[config.mk]
export PLATFORM = sky130hd
export DESIGN_NAME = conv1d_tdm
export DESIGN_NICKNAME = d
export VERILOG_FILES = /design/src/rtl/conv_pkg.sv /design/src/rtl/conv_history.sv /design/src/rtl/conv_mac.sv /design/src/rtl/conv_act.sv /design/src/rtl/conv1d_tdm.sv
export SDC_FILE = /design/constraint.sdc
export NUM_CORES = 1
export LEC_CHECK = 0
export BUFFER_PORTS_ARGS = -buffer_cell sky130_fd_sc_hd__clkbuf_2
export CAP_MARGIN = 10
export CORE_ASPECT_RATIO = 0.9
export CORE_MARGIN = 1.5
export CORE_UTILIZATION = 30
export CTS_BUF_LIST = sky130_fd_sc_hd__clkbuf_4 sky130_fd_sc_hd__clkbuf_8
export DETAILED_ROUTE_END_ITERATION = 12
export PLACE_DENSITY = 0.77
export REMOVE_ABC_BUFFERS = 1
export SYNTH_ARGS = -nofsm -noshare
export SYNTH_HDL_FRONTEND = slang
export SYNTH_SLANG_ARGS = --single-unit
[constraint.sdc]
create_clock -name clk -period 0.85 [get_ports clk]
set_input_delay 0.0425 -clock clk [delete_from_list [all_inputs] [get_ports clk]]
set_output_delay 0.0425 -clock clk [all_outputs]
set_load 0.05 [all_outputs]
[src/rtl/conv_pkg.sv]
package conv_pkg;

   typedef enum logic [0:0] {
      ACT_RELU    = 1'b0,
      ACT_SIGMOID = 1'b1
   } act_e;

endpackage

[src/rtl/conv_history.sv]
module conv_history #(
   parameter int N_CH = 6,
   parameter int N_IN = 2,
   parameter int K    = 3,
   parameter int W    = 18,
   parameter int CH_W = 3
) (
   input  logic                  clk,
   input  logic                  rst_n,
   input  logic                  in_valid,
   input  logic [N_IN*W-1:0]     in_data,
   output logic [CH_W-1:0]       cur_ch,
   output logic [N_IN*K*W-1:0]   win
);

   localparam logic [CH_W-1:0] LAST_CH = CH_W'(N_CH - 1);

   logic [W-1:0] hist [N_CH][N_IN][K-1];

   always_ff @(posedge clk or negedge rst_n) begin
      if (!rst_n) begin
         cur_ch <= '0;
         for (int c = 0; c < N_CH; c++)
            for (int i = 0; i < N_IN; i++)
               for (int k = 0; k < K-1; k++)
                  hist[c][i][k] <= '0;
      end else if (in_valid) begin
         for (int i = 0; i < N_IN; i++) begin
            hist[cur_ch][i][0] <= in_data[i*W +: W];
            for (int k = 1; k < K-1; k++)
               hist[cur_ch][i][k] <= hist[cur_ch][i][k-1];
         end
         cur_ch <= (cur_ch == LAST_CH) ? '0 : cur_ch + 1'b1;
      end
   end

   always_comb begin
      for (int i = 0; i < N_IN; i++) begin
         win[(i*K)*W +: W] = in_data[i*W +: W];
         for (int k = 1; k < K; k++)
            win[(i*K+k)*W +: W] = hist[cur_ch][i][k-1];
      end
   end


   idle_hold_chk: assert property (@(posedge clk) disable iff (!rst_n)
      !in_valid |=> $stable(cur_ch));


   ch_wrap_chk: assert property (@(posedge clk) disable iff (!rst_n)
      (in_valid && cur_ch == LAST_CH) |=> cur_ch == '0);

endmodule

[src/rtl/conv_mac.sv]
module conv_mac #(
   parameter int NTAP  = 6,
   parameter int W     = 18,
   parameter int ACC_W = 40,
   parameter logic [NTAP*W-1:0] WVEC = '0
) (
   input  logic [NTAP*W-1:0]        win,
   output logic signed [ACC_W-1:0]  acc
);

   localparam int PW    = 2 * W;
   localparam int NPAIR = (NTAP + 1) / 2;

   logic signed [ACC_W-1:0] psum [NPAIR];

   for (genvar p = 0; p < NPAIR; p++) begin : g_pair
      logic [W-1:0]          xa, wa;
      logic signed [PW-1:0]  pa;
      assign xa = win[(2*p)*W +: W];
      assign wa = WVEC[(2*p)*W +: W];
      assign pa = $signed({{W{xa[W-1]}}, xa}) * $signed({{W{wa[W-1]}}, wa});
      if (2*p + 1 < NTAP) begin : g_two
         logic [W-1:0]          xb, wb;
         logic signed [PW-1:0]  pb;
         assign xb = win[(2*p+1)*W +: W];
         assign wb = WVEC[(2*p+1)*W +: W];
         assign pb = $signed({{W{xb[W-1]}}, xb}) * $signed({{W{wb[W-1]}}, wb});
         assign psum[p] = $signed({{(ACC_W-PW){pa[PW-1]}}, pa})
                        + $signed({{(ACC_W-PW){pb[PW-1]}}, pb});
      end else begin : g_one
         assign psum[p] = $signed({{(ACC_W-PW){pa[PW-1]}}, pa});
      end
   end

   always_comb begin
      acc = '0;
      for (int p = 0; p < NPAIR; p++)
         acc = acc + psum[p];
   end

endmodule

[src/rtl/conv_act.sv]
module conv_act
   import conv_pkg::*;
#(
   parameter int   W     = 18,
   parameter int   FRAC  = 10,
   parameter int   ACC_W = 40,
   parameter act_e ACT   = ACT_RELU,
   parameter logic [W-1:0] BIAS = '0
) (
   input  logic signed [ACC_W-1:0] acc,
   output logic [W-1:0]            y
);

   localparam int SW = ACC_W + 1;
   localparam logic signed [SW-1:0] HALF_LSB = SW'(1) <<< (FRAC - 1);
   localparam logic signed [SW-1:0] BIAS_X   =
      $signed({{(SW-W){BIAS[W-1]}}, BIAS}) <<< FRAC;

   logic signed [SW-1:0] summed, shifted;
   logic signed [W-1:0]  xsat;
   logic [SW-W:0]        hi;

   always_comb begin
      summed  = $signed({acc[ACC_W-1], acc}) + BIAS_X;
      shifted = (summed + HALF_LSB) >>> FRAC;
      hi      = shifted[SW-1:W-1];
      if ((&hi) || !(|hi))
         xsat = shifted[W-1:0];
      else if (shifted[SW-1])
         xsat = {1'b1, {(W-1){1'b0}}};
      else
         xsat = {1'b0, {(W-1){1'b1}}};
   end

   if (ACT == ACT_RELU) begin : g_relu
      assign y = xsat[W-1] ? '0 : xsat;
   end else begin : g_sigmoid
      localparam logic signed [W-1:0] ONE  = W'(1) <<< FRAC;
      localparam logic signed [W-1:0] TWO  = ONE <<< 1;
      localparam logic signed [W-1:0] NTWO = -TWO;
      localparam logic signed [W-1:0] HALF = ONE >>> 1;
      always_comb begin
         if (xsat >= TWO)
            y = ONE;
         else if (xsat <= NTWO)
            y = '0;
         else
            y = (xsat >>> 2) + HALF;
      end
   end

endmodule

[src/rtl/conv1d_tdm.sv]
module conv1d_tdm
   import conv_pkg::*;
#(
   parameter int   N_CH  = 6,
   parameter int   N_IN  = 2,
   parameter int   N_OUT = 2,
   parameter int   K     = 3,
   parameter int   W     = 18,
   parameter int   FRAC  = 10,
   parameter act_e ACT   = ACT_RELU,
   parameter logic [N_OUT*N_IN*K*W-1:0] WEIGHTS = '0,
   parameter logic [N_OUT*W-1:0]        BIASES  = '0,
   localparam int  CH_W  = $clog2(N_CH)
) (
   input  logic                 clk,
   input  logic                 rst_n,
   input  logic                 in_valid,
   input  logic [N_IN*W-1:0]    in_data,
   output logic                 out_valid,
   output logic [CH_W-1:0]      out_ch,
   output logic [N_OUT*W-1:0]   out_data
);

   localparam int NTAP  = N_IN * K;
   localparam int ACC_W = 2 * W + $clog2(NTAP) + 1;

   if (N_CH < 2)        begin : g_bad_ch   $error("N_CH must be at least 2");        end
   if (K < 2)           begin : g_bad_k    $error("K must be at least 2");           end
   if (FRAC < 3)        begin : g_bad_frac $error("FRAC must be at least 3");        end
   if (W < FRAC + 3)    begin : g_bad_w    $error("W must exceed FRAC by 3 or more"); end

   logic [CH_W-1:0]          cur_ch;
   logic [NTAP*W-1:0]        win;
   logic signed [ACC_W-1:0]  acc_c [N_OUT];
   logic signed [ACC_W-1:0]  acc_q [N_OUT];
   logic [W-1:0]             act_y [N_OUT];
   logic                     v_q;
   logic [CH_W-1:0]          ch_q;

   conv_history #(
      .N_CH (N_CH), .N_IN (N_IN), .K (K), .W (W), .CH_W (CH_W)
   ) u_hist (
      .clk      (clk),
      .rst_n    (rst_n),
      .in_valid (in_valid),
      .in_data  (in_data),
      .cur_ch   (cur_ch),
      .win      (win)
   );

   for (genvar o = 0; o < N_OUT; o++) begin : g_map
      conv_mac #(
         .NTAP (NTAP), .W (W), .ACC_W (ACC_W),
         .WVEC (WEIGHTS[o*NTAP*W +: NTAP*W])
      ) u_mac (
         .win (win),
         .acc (acc_c[o])
      );

      conv_act #(
         .W (W), .FRAC (FRAC), .ACC_W (ACC_W), .ACT (ACT),
         .BIAS (BIASES[o*W +: W])
      ) u_act (
         .acc (acc_q[o]),
         .y   (act_y[o])
      );


      if (ACT == ACT_RELU) begin : g_chk_relu
         relu_nonneg_chk: assert property (@(posedge clk) disable iff (!rst_n)
            out_valid |-> !out_data[o*W + W - 1]);
      end else begin : g_chk_sig

         sig_range_chk: assert property (@(posedge clk) disable iff (!rst_n)
            out_valid |-> ($signed(out_data[o*W +: W]) >= 0 &&
                           $signed(out_data[o*W +: W]) <= (1 << FRAC)));
      end
   end

   always_ff @(posedge clk or negedge rst_n) begin
      if (!rst_n) begin
         v_q       <= 1'b0;
         ch_q      <= '0;
         out_valid <= 1'b0;
         out_ch    <= '0;
         out_data  <= '0;
         for (int o = 0; o < N_OUT; o++) acc_q[o] <= '0;
      end else begin
         v_q       <= in_valid;
         out_valid <= v_q;
         if (in_valid) begin
            ch_q <= cur_ch;
            for (int o = 0; o < N_OUT; o++) acc_q[o] <= acc_c[o];
         end
         if (v_q) begin
            out_ch <= ch_q;
            for (int o = 0; o < N_OUT; o++) out_data[o*W +: W] <= act_y[o];
         end
      end
   end


   lat_two_chk: assert property (@(posedge clk) disable iff (!rst_n)
      ($past(rst_n, 1) && $past(rst_n, 2)) |-> out_valid == $past(in_valid, 2));


   ch_range_chk: assert property (@(posedge clk) disable iff (!rst_n)
      out_valid |-> out_ch <= CH_W'(N_CH - 1));

endmodule

==> results.py <==
metrics = {
    "status": {
        "status": "finished, violations left",
        "violations": "setup timing",
    },
    "place": {
        "dp_hpwl_microns": 612,
        "gp_routability_congestion": 0.610,
        "io_buffers": 6,
        "dp.cells": 92,
    },
    "drt": {
        "drtIter0Drc": 2,
        "wirelength_microns": 787,
        "ant_nets": 0,
        "vias": 323,
        "dr.pass1.iters": 2,
        "wire_per_inst_microns": 8.03,
        "via_per_inst": 3.30,
        "drc": 0,
    },
    "cts": {
        "clk_latency_ns": 0.26,
        "numCtsBuffers": 3,
        "clk_pin_slew_ns": 0.07,
        "cts-root-buf": "clkbuf_4",
        "cts.htree.levels": 1,
        "cts_sinks": 11,
        "clockBufferDepth": 2,
        "postCtsSetupBuffers": 0,
        "cts_tree": "yes",
    },
    "yosys": {
        "ys_ff_latch": 11,
        "synth_cell_types": 11,
        "synth-async-reset-ratio_pct": 100,
        "avgSynthCellArea_sq_um": 10.9,
        "synth.most_common_cell": "buf_4",
        "yosysTopAreaCellShare_pct": 41.6,
        "yosys.area.top_type": "dfrtp_1",
        "synth-edff-count": 0,
        "synth_top_flop_cell": "dfrtp_1",
        "synthTopCellsByArea": "dfrtp_1 42%, buf_4 41%, mux2_2 8.5%",
        "syn_area_sq_um": 662,
        "netlist_top_cells_count": "36 x buf_4, 11 x dfrtp_1, 5 x mux2_2",
        "yosysSeqAreaShare_pct": 41.6,
        "ys.warnings.count": 0,
        "syn_inst": 61,
    },
    "cells_and_area": {
        "fin_util_pct": 35.7,
        "final_layout_size_suffix_gt1_share_pct": 30.1,
        "final_cells": 98,
        "syn2layout_area_growth_pct": 7.37,
        "nNetsFinal": 113,
        "nFillCells": 209,
        "diodes": 0,
    },
    "power": {
        "power.total_mw": 2.53,
        "p_per_area_nw_per_um2": 3560,
        "ir_drop_mv": 0.948,
        "leakagePower_nw": 0.390,
    },
    "timing": {
        "finalClockSkew_ns": 0.00252,
        "finalCritPeriodShare_pct": 109,
        "min_period_ns": 0.927,
        "setup-tns-final_ns": -0.196,
        "fmax_ghz": 1.08,
        "setup_viol": 8,
        "finalWorstSetupSlack_ns": -0.0766,
        "rsz0062_at_grt": "yes",
        "drv_slew": 0,
        "hold_viol": 0,
    },
    "grt": {
        "antenna_found_initial": 0,
        "grt_pass1_vias": 258,
        "grt_max_degree": 12,
        "grt_overflow_total": 0,
        "grt_pass1_wl_microns": 1080,
        "grtUsageTotal_pct": 6.92,
    },
    "floorplan": {
        "die_area_sq_um": 2500,
        "std_cell_rows": 15,
        "start_util_pct": 33.3,
        "ios": 79,
        "core_sq_um": 1990,
        "die_h_microns": 47.6,
        "die_w_microns": 52.5,
    },
    "min_path": {
        "hold_class": "in -> reg",
    },
    "setup_path": {
        "crit_arrival_ns": 1.07,
        "critical_path_required_ns": 1.00,
        "critPathLaunchType": "register",
        "cp_max_fo": 4,
        "endpoint_kind": "register",
        "worstSetupPathType": "reg -> reg",
    },
    "job": {
        "drv_cap": 0,
    },
}
[critical path, cell delays in order, from the launching register on]
cell and delay (ns):
dfrtp_1 0.42, nor2b_4 0.14, mux2_4 0.26
[area by class of cell]
cell class,instances,area (sq um),area share (%)
sequential,11,278,39.1
multi-input combinational,48,270,38.0
timing repair buffer,9,97.6,13.7
tap,25,31.3,4.40
clock buffer,4,30.0,4.23
inverter,1,3.75,0.528
[per-layer routing]
layer,GRT usage [%],part of all wire (%),routed length (microns),up-vias
met5,0,0,0,-
met3,4.69,9.3,73,0
met1,6.45,35,274,157
met4,4.62,0,0,0
met2,11.3,56,439,23
li1,-,-,-,143
[per-stage QoR]
step	cell area (sq um)	hold WS [ns]	setup slack, ns
floorplan	523	-0.253	-0.138
global placement	592	-0.0793	-0.0484
detailed placement	592	-0.0730	-0.0704
CTS	697	0.0551	-0.0686
global route	711	0.0541	-0.101
finish	711	0.0639	-0.0766
[power breakdown]
| part | internal, mW | switching [mW] | total (mW) |
|---|---|---|---|
| clock network | 0.213 | 0.160 | 0.373 |
| registers | 0.735 | 0.181 | 0.916 |
| logic | 0.495 | 0.743 | 1.24 |
| total | 1.44 | 1.08 | 2.53 |
[repair_timing]
action	CTS	global route
pin swaps	0	0
hold buffers	2	0
endpoints found under the setup margin	9	9
hold endpoints to repair	12	0
cloned	0	0
resized for setup	14	7
[layout by cell type (no fill, tap or decap)]
cell type	instances
mux2_2	2
dfrtp_2	2
dlygate4sd3_1	2
xor2_1	1
buf_4	1
clkbuf_4	4
nor2b_4	1
nand2_2	1
inv_1	1
o21ai_0	1
mux2_4	5
buf_8	4
dfrtp_1	9
clkbuf_2	2
nor2_1	1
conb_1	36
[registers in the layout, indices dropped and copies added, names as in the netlist]
signal         flops
u_hist.cur_ch      3
v_q                1
out_ch             3
out_valid          1
ch_q               3
[final timing paths]
check / slack (ns) / startpoint / depth (start not counted) / to
setup / recovery: -0.08 / u_hist.cur_ch[1]$_DFFE_PN0P_ / 2 / u_hist.cur_ch[2]$_DFFE_PN0P_
hold / removal: 0.06 / in_valid / 2 / u_hist.cur_ch[0]$_DFFE_PN0P_
setup reg to reg: -0.08 / u_hist.cur_ch[1]$_DFFE_PN0P_ / 2 / u_hist.cur_ch[2]$_DFFE_PN0P_
hold reg to reg: 0.46 / v_q$_DFF_PN0_ / 0 / out_valid$_DFF_PN0_
max in group asynchronous: 0.44 / rst_n / 2 / v_q$_DFF_PN0_
min in group asynchronous: 0.18 / rst_n / 2 / u_hist.cur_ch[1]$_DFFE_PN0P_
[cells by family after synthesis]
| logic type | share of synthesized area [%] |
|---|---|
| buffers and inverters | 41.4 |
| flip-flops | 41.6 |
| multiplexers | 11.9 |
| AND/OR/NAND/NOR | 2.46 |
| AO/OA/AOI/OAI | 0.755 |
| XOR/XNOR | 1.32 |
| other | 0.567 |
Note: power is estimated with default switching activity, not from simulation.
